$ cat src/rtl/calu_pkg.sv
package calu_pkg;

  typedef enum logic [3:0] {
    OP_ADD = 4'b0000,
    OP_SUB = 4'b0001,
    OP_AND = 4'b0010,
    OP_OR  = 4'b0011,
    OP_INC = 4'b0100,
    OP_DEC = 4'b0101,
    OP_NOT = 4'b0110,
    OP_SLA = 4'b1000,
    OP_SLT = 4'b1001,
    OP_SRA = 4'b1010,
    OP_SLL = 4'b1100,
    OP_SRL = 4'b1110
  } calu_op_e;

endpackage

$ cat src/rtl/calu_ripple_add.sv
module calu_ripple_add #(
  parameter int WIDTH = 16,
  parameter int SLICE = 4
) (
  input  logic [WIDTH-1:0] x_i,
  input  logic [WIDTH-1:0] y_i,
  input  logic             cin_i,
  output logic [WIDTH-1:0] sum_o,
  output logic             cout_o
);

  localparam int NSL = WIDTH / SLICE;

  logic [NSL:0] carry;

  assign carry[0] = cin_i;

  for (genvar g = 0; g < NSL; g++) begin : g_slice
    logic [SLICE:0] part;
    assign part = {1'b0, x_i[g*SLICE +: SLICE]}
                + {1'b0, y_i[g*SLICE +: SLICE]}
                + {{SLICE{1'b0}}, carry[g]};
    assign sum_o[g*SLICE +: SLICE] = part[SLICE-1:0];
    assign carry[g+1] = part[SLICE];
  end

  assign cout_o = carry[NSL];

endmodule

$ cat src/rtl/calu_barrel.sv
module calu_barrel #(
  parameter int WIDTH = 16,
  parameter int SHW   = $clog2(WIDTH)
) (
  input  logic [WIDTH-1:0] din_i,
  input  logic [SHW-1:0]   amt_i,
  input  logic             left_i,
  input  logic             arith_i,
  output logic [WIDTH-1:0] dout_o
);

  logic             fill;
  logic [WIDTH-1:0] din_rev;
  logic [WIDTH-1:0] src;
  logic [WIDTH-1:0] res_rev;
  logic [WIDTH-1:0] stg [0:SHW];

  // sign fill only applies to right shifts
  assign fill = arith_i & ~left_i & din_i[WIDTH-1];

  for (genvar i = 0; i < WIDTH; i++) begin : g_rev
    assign din_rev[i] = din_i[WIDTH-1-i];
    assign res_rev[i] = stg[SHW][WIDTH-1-i];
  end

  assign src    = left_i ? din_rev : din_i;
  assign stg[0] = src;

  for (genvar k = 0; k < SHW; k++) begin : g_stage
    localparam int D = 1 << k;
    assign stg[k+1] = amt_i[k] ? {{D{fill}}, stg[k][WIDTH-1:D]} : stg[k];
  end

  assign dout_o = left_i ? res_rev : stg[SHW];

endmodule

$ cat src/rtl/calu_bitwise.sv
module calu_bitwise #(
  parameter int WIDTH = 16
) (
  input  logic [WIDTH-1:0] a_i,
  input  logic [WIDTH-1:0] b_i,
  input  logic [1:0]       sel_i,
  output logic [WIDTH-1:0] y_o
);

  always_comb begin
    unique case (sel_i)
      2'd0:    y_o = a_i & b_i;
      2'd1:    y_o = a_i | b_i;
      2'd2:    y_o = ~a_i;
      default: y_o = '0;
    endcase
  end

endmodule

$ cat src/rtl/comb_alu.sv
module comb_alu
  import calu_pkg::*;
#(
  parameter int WIDTH = 16,
  parameter int SLICE = 4,
  localparam int SHW  = $clog2(WIDTH)
) (
  input  logic [WIDTH-1:0] a_i,
  input  logic [WIDTH-1:0] b_i,
  input  logic [3:0]       op_i,
  output logic [WIDTH-1:0] s_o,
  output logic             cout_o,
  output logic             zero_o
);

  logic [WIDTH-1:0] add_y;
  logic             add_cin;
  logic             arith_op;
  logic [WIDTH-1:0] add_sum;
  logic             add_cout;
  logic [1:0]       bw_sel;
  logic [WIDTH-1:0] bw_res;
  logic             sh_left;
  logic             sh_arith;
  logic [WIDTH-1:0] sh_res;
  logic             ovf;
  logic             lt;
  logic [WIDTH-1:0] res;

  // adder operand steering
  always_comb begin
    add_y    = b_i;
    add_cin  = 1'b0;
    arith_op = 1'b0;
    case (op_i)
      OP_ADD: begin add_y = b_i;  add_cin = 1'b0; arith_op = 1'b1; end
      OP_SUB: begin add_y = ~b_i; add_cin = 1'b1; arith_op = 1'b1; end
      OP_SLT: begin add_y = ~b_i; add_cin = 1'b1; end
      OP_INC: begin add_y = '0;   add_cin = 1'b1; arith_op = 1'b1; end
      OP_DEC: begin add_y = '1;   add_cin = 1'b0; arith_op = 1'b1; end
      default: ;
    endcase
  end

  calu_ripple_add #(.WIDTH(WIDTH), .SLICE(SLICE)) u_add (
    .x_i   (a_i),
    .y_i   (add_y),
    .cin_i (add_cin),
    .sum_o (add_sum),
    .cout_o(add_cout)
  );

  always_comb begin
    case (op_i)
      OP_AND:  bw_sel = 2'd0;
      OP_OR:   bw_sel = 2'd1;
      OP_NOT:  bw_sel = 2'd2;
      default: bw_sel = 2'd3;
    endcase
  end

  calu_bitwise #(.WIDTH(WIDTH)) u_bw (
    .a_i  (a_i),
    .b_i  (b_i),
    .sel_i(bw_sel),
    .y_o  (bw_res)
  );

  assign sh_left  = (op_i == OP_SLL) || (op_i == OP_SLA);
  assign sh_arith = (op_i == OP_SRA);

  calu_barrel #(.WIDTH(WIDTH), .SHW(SHW)) u_sh (
    .din_i  (a_i),
    .amt_i  (b_i[SHW-1:0]),
    .left_i (sh_left),
    .arith_i(sh_arith),
    .dout_o (sh_res)
  );

  // signed compare from the subtract result, corrected for overflow
  assign ovf = (a_i[WIDTH-1] ^ b_i[WIDTH-1]) & (add_sum[WIDTH-1] ^ a_i[WIDTH-1]);
  assign lt  = add_sum[WIDTH-1] ^ ovf;

  always_comb begin
    case (op_i)
      OP_ADD, OP_SUB, OP_INC, OP_DEC:     res = add_sum;
      OP_AND, OP_OR, OP_NOT:              res = bw_res;
      OP_SLL, OP_SLA, OP_SRL, OP_SRA:     res = sh_res;
      OP_SLT:                             res = {{(WIDTH-1){1'b0}}, lt};
      default:                            res = '0;
    endcase
  end

  assign s_o    = res;
  assign cout_o = arith_op & add_cout;
  assign zero_o = ~|res;

endmodule

$ cat config.mk
export PLATFORM = sky130hd
export DESIGN_NAME = comb_alu
export DESIGN_NICKNAME = d
export VERILOG_FILES = /design/src/rtl/calu_pkg.sv /design/src/rtl/calu_ripple_add.sv /design/src/rtl/calu_barrel.sv /design/src/rtl/calu_bitwise.sv /design/src/rtl/comb_alu.sv
export SDC_FILE = /design/constraint.sdc
export NUM_CORES = 1
export LEC_CHECK = 0
export CAP_MARGIN = 20
export CORE_UTILIZATION = 50
export DETAILED_ROUTE_END_ITERATION = 12
export DONT_BUFFER_PORTS = 1
export SLEW_MARGIN = 40
export SYNTH_ARGS = -nofsm -noshare
export SYNTH_HDL_FRONTEND = slang
export SYNTH_SLANG_ARGS = --single-unit
export TNS_END_PERCENT = 100
$ cat constraint.sdc
create_clock -name vclk -period 17
set_input_delay 3.4 -clock vclk [all_inputs]
set_output_delay 3.4 -clock vclk [all_outputs]
set_load 0.02 [all_outputs]
## Word-level counts from Yosys, hierarchy flattened

Index checks and enable logic that the tools add are counted.

- Multiplexer cells: 12
- Add/sub/neg operators: 8
- Bitwise logic cells: 12
- Reduce and logical (&&, ||, !) cells: 10
- Equal/unequal tests: 13

Operator list:

| cell | number |
|---|---|
| two-way mux 16 bit | 6 |
| one-hot mux 16 bit (3 select lines) | 2 |
| one-hot mux 16 bit (4 select lines) | 1 |
| NOT 16 bit | 2 |
| adder 4 x 4 -> 5 bit | 4 |
| adder 5 x 1 -> 5 bit | 4 |
| equality test 4 bit (second input constant) | 5 |
| bitwise AND 16 bit | 1 |
| bitwise OR 16 bit | 1 |
| OR reduction 16 bit | 1 |
| equality test 4 x 3 -> 1 bit (second input constant) | 3 |
| equality test 4 x 2 -> 1 bit (second input constant) | 2 |
| OR reduction 4 bit | 2 |
| one-hot mux 2 bit (3 select lines) | 1 |
| OR reduction 3 bit | 2 |
| bitwise AND 1 bit | 4 |
| equality test 4 x 1 -> 1 bit (second input constant) | 1 |
| zero test 4 bit | 1 |
| XOR 1 bit | 3 |
| equality test 2 x 1 -> 1 bit (second input constant) | 1 |
| equality test 2 bit (second input constant) | 1 |
| zero test 2 bit | 1 |
| two-way mux 1 bit | 2 |
| OR reduction 2 bit | 1 |
| 3 further kinds | 3 |

- Output and inout port bits: 18
- Bits of input ports: 36
- Flip-flop bits (word level): 0
- Logic and storage cells: 55

## Longest topological paths before layout

- Depth in word-level cells: 14
- Gate-level depth with buffers: 29

## By module

A second synthesis with hierarchy kept.

- Cell total of the unflattened synthesis: 380
- Area total of the unflattened synthesis: 3181.8 um^2

Modules (own cells, without submodules):

| module | cells an instance | area an instance (um^2) | instances |
|---|---|---|---|
| calu_barrel | 175 | 1539.0 | 1 |
| comb_alu | 107 | 713.2 | 1 |
| calu_ripple_add | 59 | 546.8 | 1 |
| calu_bitwise | 39 | 382.9 | 1 |

## Worst setup path after synthesis

No wires, ideal clock.

- Kind: input-to-output
- Start: input op_i[0]
- End: output zero_o
- Required time: 13.600 ns
- Stages: 28
- Arrival: 10.385 ns
- Path slack: 3.215 ns
- Cells stage by stage: clkbuf_1 clkbuf_1 inv_1 nor2_1 clkbuf_1 a21oi_1 o22a_1 fa_1 fa_1 a21o_1 a21o_1 fa_1 fa_1 a21o_1 a21o_1 fa_1 fa_1 a21o_1 a21oi_1 fa_1 inv_1 fa_1 nand2b_1 a21oi_1 or3_1 nor4_1 nand4bb_1 and4b_1

- Cells in the longest elaborated chain, start to end: 14

RTL lines:

| what | RTL line | source |
|---|---|---|
| from (decl) | comb_alu.sv:10 | `input logic [3:0] op_i,` |
| equality test 4 bit / equality test 4 x 1 -> 1 bit (equally long branches) | comb_alu.sv:35, comb_alu.sv:85 |  |
| OR reduction 2 bit (no source line) | - |  |
| one-hot mux 16 bit (3 select lines) | comb_alu.sv:35 | `case (op_i)` |
| adder 4 x 4 -> 5 bit | calu_ripple_add.sv:21 | `+ {1'b0, y_i[g*SLICE +: SLICE]}` |
| adder 5 x 1 -> 5 bit (4 in series) | calu_ripple_add.sv:22 | `+ {{SLICE{1'b0}}, carry[g]};` |
| XOR 1 bit | comb_alu.sv:81 | `assign ovf = (a_i[WIDTH-1] ^ b_i[WIDTH-1]) & (add_sum[WIDTH-1] ^ a_i[WIDTH-1]);` |
| bitwise AND 1 bit | comb_alu.sv:81 |  |
| XOR 1 bit | comb_alu.sv:82 | `assign lt = add_sum[WIDTH-1] ^ ovf;` |
| one-hot mux 16 bit (4 select lines) (*) | comb_alu.sv:85 | `case (op_i)` |
| OR reduction 16 bit (*) | comb_alu.sv:96 | `assign zero_o = ~\|res;` |
| zero test 1 bit (*) | comb_alu.sv:96 |  |
| to (decl) | comb_alu.sv:13 | `output logic zero_o` |

Mark *: on every way between the ends. The rest lies on a longest branch, timed or not.

## Worst setup path in the final report

- Start: input op_i[0]
- End: output zero_o

RTL lines:

| what | RTL line | source |
|---|---|---|
| parallel branches: the longest is 10 deep, another holds adder 4 x 4 -> 5 bit | - |  |
| one-hot mux 16 bit (4 select lines) (*) | comb_alu.sv:85 |  |
| named net s_o[14] | comb_alu.sv:11 | `output logic [WIDTH-1:0] s_o,` |
| OR reduction 16 bit (*) | comb_alu.sv:96 |  |
| zero test 1 bit (*) | comb_alu.sv:96 |  |

Mark *: on every way through the listed nets, which the timed path passes.

==> impl_metrics.ini <==
[status]
result_of_the_run = finished clean

[power_and_ir_drop]
irDropWorstVdd_mv = 0.01589
cellLeakagePower_uw = 0.001209
power_uw = 103.1
switching_share_pct = 58.55
clk_pwr_share_pct = 0
share_seq_of_total_power_pct = 0
netSwitchingPower_uw = 60.38
power_density_nw_per_um2 = 33.81
comb_power_share_pct = 100.0
power_report.internal_total_uw = 42.75

[timing]
grt_setup_unrepaired = false
timing.final.crit_period_ns = 13.52
worst-slew-pin-transition_ns = 0.7960
slew_viol_final = 0
timing.setup.tns_ns = 0
setup_violations = 0
peak_freq_ghz = 0.07394
timing.max_slew.rel_slack_pct = 46.82
final.period_utilization_pct = 79.56
hold_violations = 0
holdWs_ns = 7.091

[synthesis]
yosysWarningCount = 0
number_of_distinct_library_cell_variants_in_the_gate_level_netlist_after_synthesis = 73
synth.net_count = 465
syn-cell-area_um2 = 3033
synth-seq-area-share_pct = 0
synth_cells = 407
postSynthAreaPerCell_um2 = 7.452

[floorplanning]
design.core.area_um2 = 5886
initial_core_util_pct = 51.53
die_h_um = 79.89
die_area_um2 = 6382
pin_count = 54
die_w_um = 79.89
placement_rows = 28

[route]
ant_nets = 0
route.detailed.drc = 0
detail_route.vias_per_cell = 7.650
avgRoutedWirePerCell_um = 26.63
postRouteWirelength_mm = 12.09
detail_route.first_pass.iterations = 5
num_vias = 3473
drt_first_iter_violations = 391

[min_path]
hold_crit_depth = 2
holdCritStartpoint = a_i[6]
min-delay-path-class = primary input to output port

[grt]
first_global_vias = 3209
grtUsageTotal_pct = 38.26
number_of_antenna_violations_at_the_first_check_in_global_routing = 0
pin_count_of_the_biggest_net_entering_global_routing = 42
grt_pass1_wl_mm = 18.51
grt-ovfl-total = 0

[place]
dpl-instance-area_um2 = 3050
io_buffers = 0
dp.final_hpwl_mm = 9.270
gpl.final_weighted_congestion = 1.039

[worst_setup_path]
setup.worst_path.start = op_i[0]
cp-start-kind = primary input
worst-endpoint-arrival_ns = 10.12
worst-setup-path-type = primary input to output port
worstSetupEndpointType = output port
critPathRequiredTime_ns = 13.60
path_max_fanout = 21

[layout]
num-clock-buffers = 0
layout.area.seq_um2 = 0
final_net_count = 439
layout-drive-gt1-share_pct = 10.82
postLayoutCellArea_um2 = 3050
nFlopsAndLatches = 0
area.growth.synth_to_final_pct = 0.5777
insertedDiodeCount = 0

[cts]
post_cts.repair.setup_buffers = 0
post_cts_resized = 0
cts-hold-fix-buffers = 0

[run]
drv_cap = 0
cell type report:
class              instances  area, µm²
multi-input cells        361       2859
fillers                  612       2835
well taps                 75      93.84
repair buffers             8      60.06
inverters                 10      37.54
power groups by stage:
stage          clock network, µW  logic (µW)  registers [µW]
6_report                       0         103               0
5_1_grt                        0         111               0
4_1_cts                        0         101               0
3_5_place_dp                   0         100               0
3_3_place_gp                   0         101               0
2_1_floorplan                  0        84.6               0
metal layers:
layer / track usage [%] / vias to the layer above / share of wire [%]
li1: - / 1539 / -
met1: 50.80 / 1648 / 41
met2: 60.51 / 244 / 44
met3: 8.229 / 42 / 11
met4: 13.93 / 0 / 4.2
met5: 0 / - / 0
worst max-delay path: stages:
cell	delay, ns
sky130_fd_sc_hd__nand2b_1	0.23
sky130_fd_sc_hd__nor2_1	0.13
sky130_fd_sc_hd__buf_4	0.24
sky130_fd_sc_hd__a21oi_1	0.07
sky130_fd_sc_hd__o22a_1	0.20
sky130_fd_sc_hd__fa_1	0.44
sky130_fd_sc_hd__fa_1	0.42
sky130_fd_sc_hd__a21o_1	0.17
sky130_fd_sc_hd__a21o_1	0.19
sky130_fd_sc_hd__fa_1	0.40
sky130_fd_sc_hd__fa_1	0.42
sky130_fd_sc_hd__a21o_1	0.18
sky130_fd_sc_hd__a21o_1	0.19
sky130_fd_sc_hd__fa_1	0.44
sky130_fd_sc_hd__fa_1	0.45
sky130_fd_sc_hd__a21o_1	0.18
sky130_fd_sc_hd__a21oi_1	0.19
sky130_fd_sc_hd__fa_1	0.20
sky130_fd_sc_hd__inv_1	0.06
sky130_fd_sc_hd__fa_1	0.40
sky130_fd_sc_hd__xor2_1	0.15
sky130_fd_sc_hd__a22oi_1	0.13
sky130_fd_sc_hd__o21ai_0	0.12
sky130_fd_sc_hd__a221oi_1	0.32
sky130_fd_sc_hd__nand3_1	0.31
sky130_fd_sc_hd__nor2_1	0.16
sky130_fd_sc_hd__and4b_1	0.33
synthesized netlist by cell type, drive strengths merged, types with 6 or more instances:
cell type   n  area [µm²]
inv        10       37.53
nand2      32       120.1
ha         14       175.2
nor2       38       142.6
o22a       15       131.4
a22oi       9       67.56
a221oi      7       61.31
fa          8       160.2
a211oi      7       52.55
mux2i      26       260.3
nand3       9       45.04
o21ai      19       95.09
buf         7       38.78
clkbuf     29       108.9
mux4       15       341.6
mux2        8       90.09
a21oi      44       220.2
a21o       13       97.59
nand2b      6       37.54
cells in the final DEF, fill, tap and decap left out, types with 6 or more instances in the layout:
cell type / count
sky130_fd_sc_hd__a221oi_1: 7
sky130_fd_sc_hd__a21o_1: 13
sky130_fd_sc_hd__mux2i_1: 26
sky130_fd_sc_hd__mux2_2: 8
sky130_fd_sc_hd__buf_4: 8
sky130_fd_sc_hd__nand2b_1: 6
sky130_fd_sc_hd__a21oi_1: 44
sky130_fd_sc_hd__nand2_1: 32
sky130_fd_sc_hd__nand3_1: 9
sky130_fd_sc_hd__o22a_1: 15
sky130_fd_sc_hd__a22oi_1: 9
sky130_fd_sc_hd__ha_1: 14
sky130_fd_sc_hd__inv_1: 9
sky130_fd_sc_hd__nor2_1: 38
sky130_fd_sc_hd__mux4_2: 14
sky130_fd_sc_hd__fa_1: 8
sky130_fd_sc_hd__o21ai_0: 19
sky130_fd_sc_hd__a211oi_1: 6
final timing paths:
path                  to  slack [ns]
setup / recovery  zero_o        3.48
hold / removal    s_o[6]        7.09
per-stage QoR:
step | utilization [%] | setup WS [ns] | cells
after floorplan | - | 3.215 | 407
after global placement | 51.83 | 3.662 | 454
after detailed placement | 51.83 | 3.561 | 454
after CTS | 51.83 | 3.536 | 454
after global routing | 51.83 | 2.975 | 454
final | 51.83 | 3.476 | 454
logic make-up (layout without fill, tap and decap cells):
group	Yosys count	in the layout	share of synthesized area [%]
fa+ha+maj	24	24	11.72
buf+inv	46	18	6.105
simple gates	124	124	21.29
compound gates	157	157	36.06
xor+xnor	7	7	2.021
mux	49	49	22.81
Note: power is estimated with default switching activity, not from simulation.
